### src/rtl/vid_pgood_mon.sv
module vid_pgood_mon #(
  parameter int MV_W          = 13,
  parameter int LIN_A_MV      = 1500,
  parameter int LIN_B_MV      = 1800,
  parameter int AUX_REF_MV    = 1500,
  parameter int AUX_FIX_UV_MV = 2475
) (
  input  logic            clk,
  input  logic            rst,
  input  logic [4:0]      vid,
  input  logic            smp,
  input  logic [MV_W-1:0] core_mv,
  input  logic [MV_W-1:0] lin_a_mv,
  input  logic [MV_W-1:0] lin_b_mv,
  input  logic [MV_W-1:0] aux_mv,
  input  logic            aux_sel,
  input  logic            ss_done,
  output logic [MV_W-1:0] ref_mv,
  output logic            pgood,
  output logic            ovp
);
  localparam int PW = MV_W + 8;

  function automatic logic [PW-1:0] scale(input logic [MV_W-1:0] v, input int k);
    return PW'(v) * PW'(k);
  endfunction

  function automatic logic under(input logic [MV_W-1:0] v, input int tgt);
    return (PW'(v) * PW'(4)) < (PW'(tgt) * PW'(3));
  endfunction

  logic            rsv;
  logic [PW-1:0]   core_x;
  logic            hi_q, lo_q, hi_nx, lo_nx, rails_ok, pg_nx, ov_nx;

  assign rsv = &vid;

  always_comb begin
    if (rsv)         ref_mv = '0;
    else if (vid[4]) ref_mv = MV_W'(3500) - MV_W'(100) * MV_W'(vid[3:0]);
    else             ref_mv = MV_W'(2050) - MV_W'(50) * MV_W'(vid[3:0]);
  end

  assign core_x = scale(core_mv, 100);

  always_comb begin
    hi_nx = hi_q;
    lo_nx = lo_q;
    if (rsv) begin
      hi_nx = 1'b0;
      lo_nx = 1'b0;
    end else begin
      if (core_x > scale(ref_mv, 110))       hi_nx = 1'b1;
      else if (core_x < scale(ref_mv, 108))  hi_nx = 1'b0;
      if (core_x >= scale(ref_mv, 94))       lo_nx = 1'b1;
      else if (core_x < scale(ref_mv, 92))   lo_nx = 1'b0;
    end
  end

  assign rails_ok = !under(lin_a_mv, LIN_A_MV) && !under(lin_b_mv, LIN_B_MV) &&
                    (aux_sel ? (PW'(aux_mv) >= PW'(AUX_FIX_UV_MV)) : !under(aux_mv, AUX_REF_MV));
  assign pg_nx = ss_done && (rsv || (lo_nx && !hi_nx && rails_ok));
  assign ov_nx = !rsv && (core_x > scale(ref_mv, 115));

  always_ff @(posedge clk) begin
    if (rst) begin
      hi_q  <= 1'b0;
      lo_q  <= 1'b0;
      pgood <= 1'b0;
      ovp   <= 1'b0;
    end else if (smp) begin
      hi_q  <= hi_nx;
      lo_q  <= lo_nx;
      pgood <= pg_nx;
      ovp   <= ov_nx;
    end
  end

  p_ref_range_r2: assert property (@(posedge clk) disable iff (rst)
    !rsv |-> (ref_mv >= MV_W'(1300) && ref_mv <= MV_W'(3500)));

  p_rsv_good_r3: assert property (@(posedge clk) disable iff (rst)
    (smp && rsv && ss_done) |=> (pgood && !ovp));

  p_ovp_excl_r8: assert property (@(posedge clk) disable iff (rst)
    ovp |-> !pgood);

  p_ss_gate_r9: assert property (@(posedge clk) disable iff (rst)
    (smp && !ss_done) |=> !pgood);

  p_hold_r10: assert property (@(posedge clk) disable iff (rst)
    !smp |=> ($stable(pgood) && $stable(ovp)));

  p_hi_blocks_r4: assert property (@(posedge clk) disable iff (rst)
    (hi_q && !rsv) |-> !pgood);
endmodule

### config.mk
export PLATFORM = sky130hd
export DESIGN_NAME = vid_pgood_mon
export DESIGN_NICKNAME = d
export VERILOG_FILES = /design/src/rtl/vid_pgood_mon.sv
export SDC_FILE = /design/constraint.sdc
export NUM_CORES = 1
export LEC_CHECK = 0
export BUFFER_PORTS_ARGS = -buffer_cell sky130_fd_sc_hd__clkbuf_2
export CORE_MARGIN = 4
export CORE_UTILIZATION = 35
export DETAILED_ROUTE_END_ITERATION = 6
export HOLD_SLACK_MARGIN = 0.1
export PLACE_DENSITY = 0.47
export SETUP_SLACK_MARGIN = 0.4
export SYNTH_ARGS = -nofsm -noshare
export SYNTH_HDL_FRONTEND = slang
export SYNTH_SLANG_ARGS = --single-unit
### constraint.sdc
create_clock -name clk -period 11.1 [get_ports clk]
set_clock_uncertainty 0.15 [all_clocks]
set_input_delay 0.555 -clock clk [delete_from_list [all_inputs] [get_ports clk]]
set_output_delay 0.555 -clock clk [all_outputs]
set_load 0.05 [all_outputs]
Word-level counts from Yosys, hierarchy flattened --
Index checks and enable logic that the tools add are counted.
Word-level totals: register bits 4, latch bits 0, bits in writable memories 0, ROM bits 0, input port bits 62, output and inout port bits 15, word-level logic and storage cells 45, memories 0
Cells by class: add/subtract/negate cells 2, $mul 8, div/mod/pow operators 0, magnitude comparators 9, equality and inequality tests 0, shift-type cells 0, multiplexer cells 9, bitwise gates (word level) 0, reductions and logical operators 13
Operator list (count):
- $mul A13 B5 Y18 const B | 3
- $lt A15 B13 Y1 const B | 3
- $gt A20 B20 Y1 | 2
- $lt A20 B20 Y1 | 2
- $mul A13 B6 Y19 const B | 2
- $mux W13 | 2
- $ge A20 B20 Y1 | 1
- $mul A13 B7 Y20 const B | 1
- $mul A5 B4 Y9 const A | 2
- $ge A13 B12 Y1 const B | 1
- $sub A12 B10 Y13 const A | 1
- $sub A12 B11 Y13 const A | 1
- $mux W1 | 7
- $logic_and A1 B1 Y1 | 6
- $logic_not A1 Y1 | 5
- $reduce_and A5 Y1 | 1
- $logic_or A1 B1 Y1 | 1

Longest topological paths before layout --
word-level depth 14, gate-level depth with buffers 33, depth with buffers taken out 33

Worst setup path before layout --
OpenSTA, ideal clock, no wires.
path type input to register, start point input vid[0], end point register hi_q, library setup time 0.059 ns, arrival time 8.247 ns, required time 10.891 ns, setup slack 2.645 ns, stages on the path 28, buffers on the path 1, cells stage by stage ha_1 ha_1 inv_1 fa_1 clkbuf_1 xor2_1 o21ai_0 inv_1 fa_1 fa_1 inv_1 fa_1 inv_1 ha_1 inv_1 o21bai_1 a21o_1 a31o_2 a41o_1 o41a_1 xnor2_1 ha_1 nand4_1 or3_1 nor4b_1 nor4_1 o32ai_1 o211a_1
Between the ends: cells in the longest elaborated chain, start to end 9, elaborated cells between the ends (all ways) 14, classes of those cells 2 x add/sub; 4 x mul; 2 x order compare; 5 x mux; 1 x reduce/logical
Ends and longest elaborated chain:
- start, declared | RTL line 10 | input logic [4:0] vid,
- $mul A5 B4 Y9 | RTL line 40, 41
- $sub A12 B10 Y13 / $sub A12 B11 Y13 (equally long branches) | RTL line 41, 40
- $mux W13 | RTL line 40 | else if (vid[4]) ref_mv = MV_W'(3500) - MV_W'(100) * MV_W'(vid[3:0]);
- $mux W13 * | RTL line 39 | if (rsv) ref_mv = '0;
- net ref_mv[6] | RTL line 18 | output logic [MV_W-1:0] ref_mv,
- $mul A13 B5 Y18 | RTL line 25 | return PW'(v) * PW'(k);
- $lt A20 B20 Y1 | RTL line 54 | else if (core_x < scale(ref_mv, 108)) hi_nx = 1'b0;
- $mux W1 | RTL line 54
- $mux W1 * | RTL line 53 | if (core_x > scale(ref_mv, 110)) hi_nx = 1'b1;
- $mux W1 * | RTL line 49 | if (rsv) begin
- end signal, assigned | RTL line 72 | hi_q <= hi_nx;
- end, declared | RTL line 34 | logic hi_q, lo_q, hi_nx, lo_nx, rails_ok, pg_nx, ov_nx;
The timed path passes the listed nets; every way through them passes the cells marked *. A chain may end at the register's enable or synchronous reset.

Final worst setup path --
start point input vid[2], end point register hi_q
Between the ends: cells in the longest elaborated chain, start to end 9, elaborated cells between the ends (all ways) 14, classes of those cells 2 x add/sub; 4 x mul; 2 x order compare; 5 x mux; 1 x reduce/logical
Ends and longest elaborated chain (RTL line):
- $mul A5 B4 Y9 | 40, 41
- $sub A12 B10 Y13 / $sub A12 B11 Y13 (equally long branches) | 41, 40
- $mux W13 | 40
- $mux W13 | 39
- $mul A13 B5 Y18 | 25
- $lt A20 B20 Y1 | 54
- $mux W1 | 54
- $mux W1 | 53
- $mux W1 * | 49
Every way passes the cells marked *; elsewhere a longest branch is shown, timed or not.

==> qor.csv <==
metric;value;unit
status;complete, no violations;
final setup violation count;0;
fin. max-slew vios;0;
Synth warnings;0;
Yosys top cell by area;ha_1;
slowest stage delay, CP;0.71;ns
worst-skew pair later-pin latency;0.22;ns
Max Freq;112;MHz
first-pass GRT wire length;44000;um
IO Port Bufs;73;
first-pass iteration count of the detailed router;5;
post-CTS setup buffers;0;
core area;0.0278;sq mm
Post-synth top cells;ha_1 (276), inv_1 (231), fa_1 (89);
Required @ worst endpoint;11.12;ns
die width;176;um
cell count after placement;1624;
Routed WL per cell;16.6;um
CP Capture Type;flip-flop;
Setup Crit Path Kind;input port to flip-flop;
critical path's most frequent cell;inv_1;
CTS tree;built;
crit path DAT;8.93;ns
DP HPWL;24100;um
maxcap violations;0;
slew margin rel.;33.7;%
total routing usage reported by global routing;17.8;%
Clock Sinks;4;
layout cell share with drive strength beyond 1;9.29;%
cts bufs inserted;3;
slowest stage cell, crit path;fa_1;
clk root buf;clkbuf_16;
worst min-delay path class;flip-flop to flip-flop;
CP startpoint kind;input port;
Design Area, Final;0.0108;sq mm
Post-route DRC;0;
final worst-path cycle share;80.2;%
H-tree depth;1;
total congestion overflow;0;
post-synthesis cell count;1170;
# diodes;0;
ys flop type;dfxtp_1;
# rows;61;
placed cell areas;0.0107;sq mm
Vias;8051;
Fin Setup TNS;0;ns
flops & latches, synth;4;
share of the synthesized area in the top cell type;35.1;%
First DRT Iteration DRCs;335;
synthesized area;0.00983;sq mm
vias in the first global route;8129;
Nets;1678;
RePlAce Congestion;0.858;
CP Max Fanout;10;
Detail Route Antenna Nets;0;
EDFF count, synth;0;
# IOs;77;
Via density;4.95;
Avg Cell Area, Syn;8.40;sq um
number of distinct library cells after synthesis;68;
unrepaired setup endpoints after global routing;false;
# hold bufs at CTS;0;
initial antenna violation count;0;
Die H;176;um
most common cell in the netlist;ha_1;
Final Hold Fails;0;
top cells by area, synth;ha_1 (35%), fa_1 (18%), inv_1 (8.8%), xor2_1 (4.4%), a21oi_1 (3.8%);
post-cts repair resize count;0;
routed wire length;27100;um
largest net degree at the start of global routing;25;
Initial Util;35.4;%
clock slew seen by the registers of the worst setup and hold paths;0.03;ns
CTS Buffer Depth;2;
area growth from synthesis to layout;9.79;%
register area share after synthesis;0.815;%
Cell Count, Final, Fillers Out;1627;
die area;0.0308;sq mm
Async SR Flop Fraction;0;%
Min Clock Period, post-route;8.91;ns
actual transition at the worst max-transition pin;0.988;ns
==> logic make-up (layout without fill, tap and decap cells) <==
family / count (synthesis) / count (layout) / share of synthesized area [%]
compound gates: 245 / 245 / 17.0
xor+xnor: 85 / 85 / 7.57
fa+ha+maj: 365 / 365 / 53.3
buf+inv: 241 / 319 / 9.28
flops: 4 / 4 / 0.815
mux: 4 / 4 / 0.407
other cells: 1 / 2 / 0.0382
simple gates: 225 / 225 / 11.6
==> state kept, by name (all words and copies together), names as in the netlist <==
name	cells
lo_q	1
pgood	1
ovp	1
hi_q	1
==> final timing paths <==
path / from / endpoint / slack (ns) / depth (start not counted)
hold / removal: hi_q / hi_q / 0.32 / 1
setup / recovery: vid[2] / hi_q / 2.19 / 29
hold reg to reg: hi_q / hi_q / 0.32 / 1
setup reg to reg: lo_q / pgood / 8.67 / 7
==> placed cells by master, fill, tap and decap left out, types with 12 or more instances in the layout <==
cell type / synthesis / routed
nand3_1: 23 / 23
ha_1: 276 / 276
a31oi_1: 18 / 18
nor2_1: 50 / 50
nor3_1: 30 / 30
inv_1: 231 / 231
xnor2_1: 36 / 36
a21o_1: 39 / 39
fa_1: 89 / 89
a21oi_1: 74 / 74
xor2_1: 49 / 49
buf_4: 2 / 12
nand2_1: 46 / 46
o21ai_0: 38 / 37
clkbuf_2: 0 / 73
==> final cells by class <==
class	instances	area [sq um]
clock buffers	3	75.1
fillers	2928	17000
inverters	231	867
multi-input cells	926	8840
flip-flops and latches	4	80.1
well taps	378	473
repair buffers	85	455
==> routing by layer <==
metal / routed length (um) / global-route usage (%) / share of wire [%] / vias up
met3: 555 / 0.409 / 2.1 / 11
li1: - / - / - / 4201
met5: 0 / 0 / 0 / -
met4: 232 / 1.59 / 0.86 / 0
met2: 12500 / 30.5 / 46 / 102
met1: 13800 / 26.3 / 51 / 3737
==> metrics by stage <==
stage               worst slack, ns  hold slack (ns)  util, %
floorplan                      2.64            0.298        -
global placement               2.00            0.317     38.6
CTS                            2.18            0.327     38.8
global route                   1.54            0.367     38.8
finish                         2.19            0.320     38.8
detailed placement             1.99            0.318     38.6
==> worst max-delay path, delay by kind of cell <==
kind            cells  cell delay [ns]
simple gates        7             2.08
xor+xnor            2             0.29
compound gates      7             1.55
fa+ha+maj           7             3.23
buf+inv             6             1.20
Power is not shown: default switching activity piles up to over one toggle a cycle in this logic, so the estimate is an artifact.
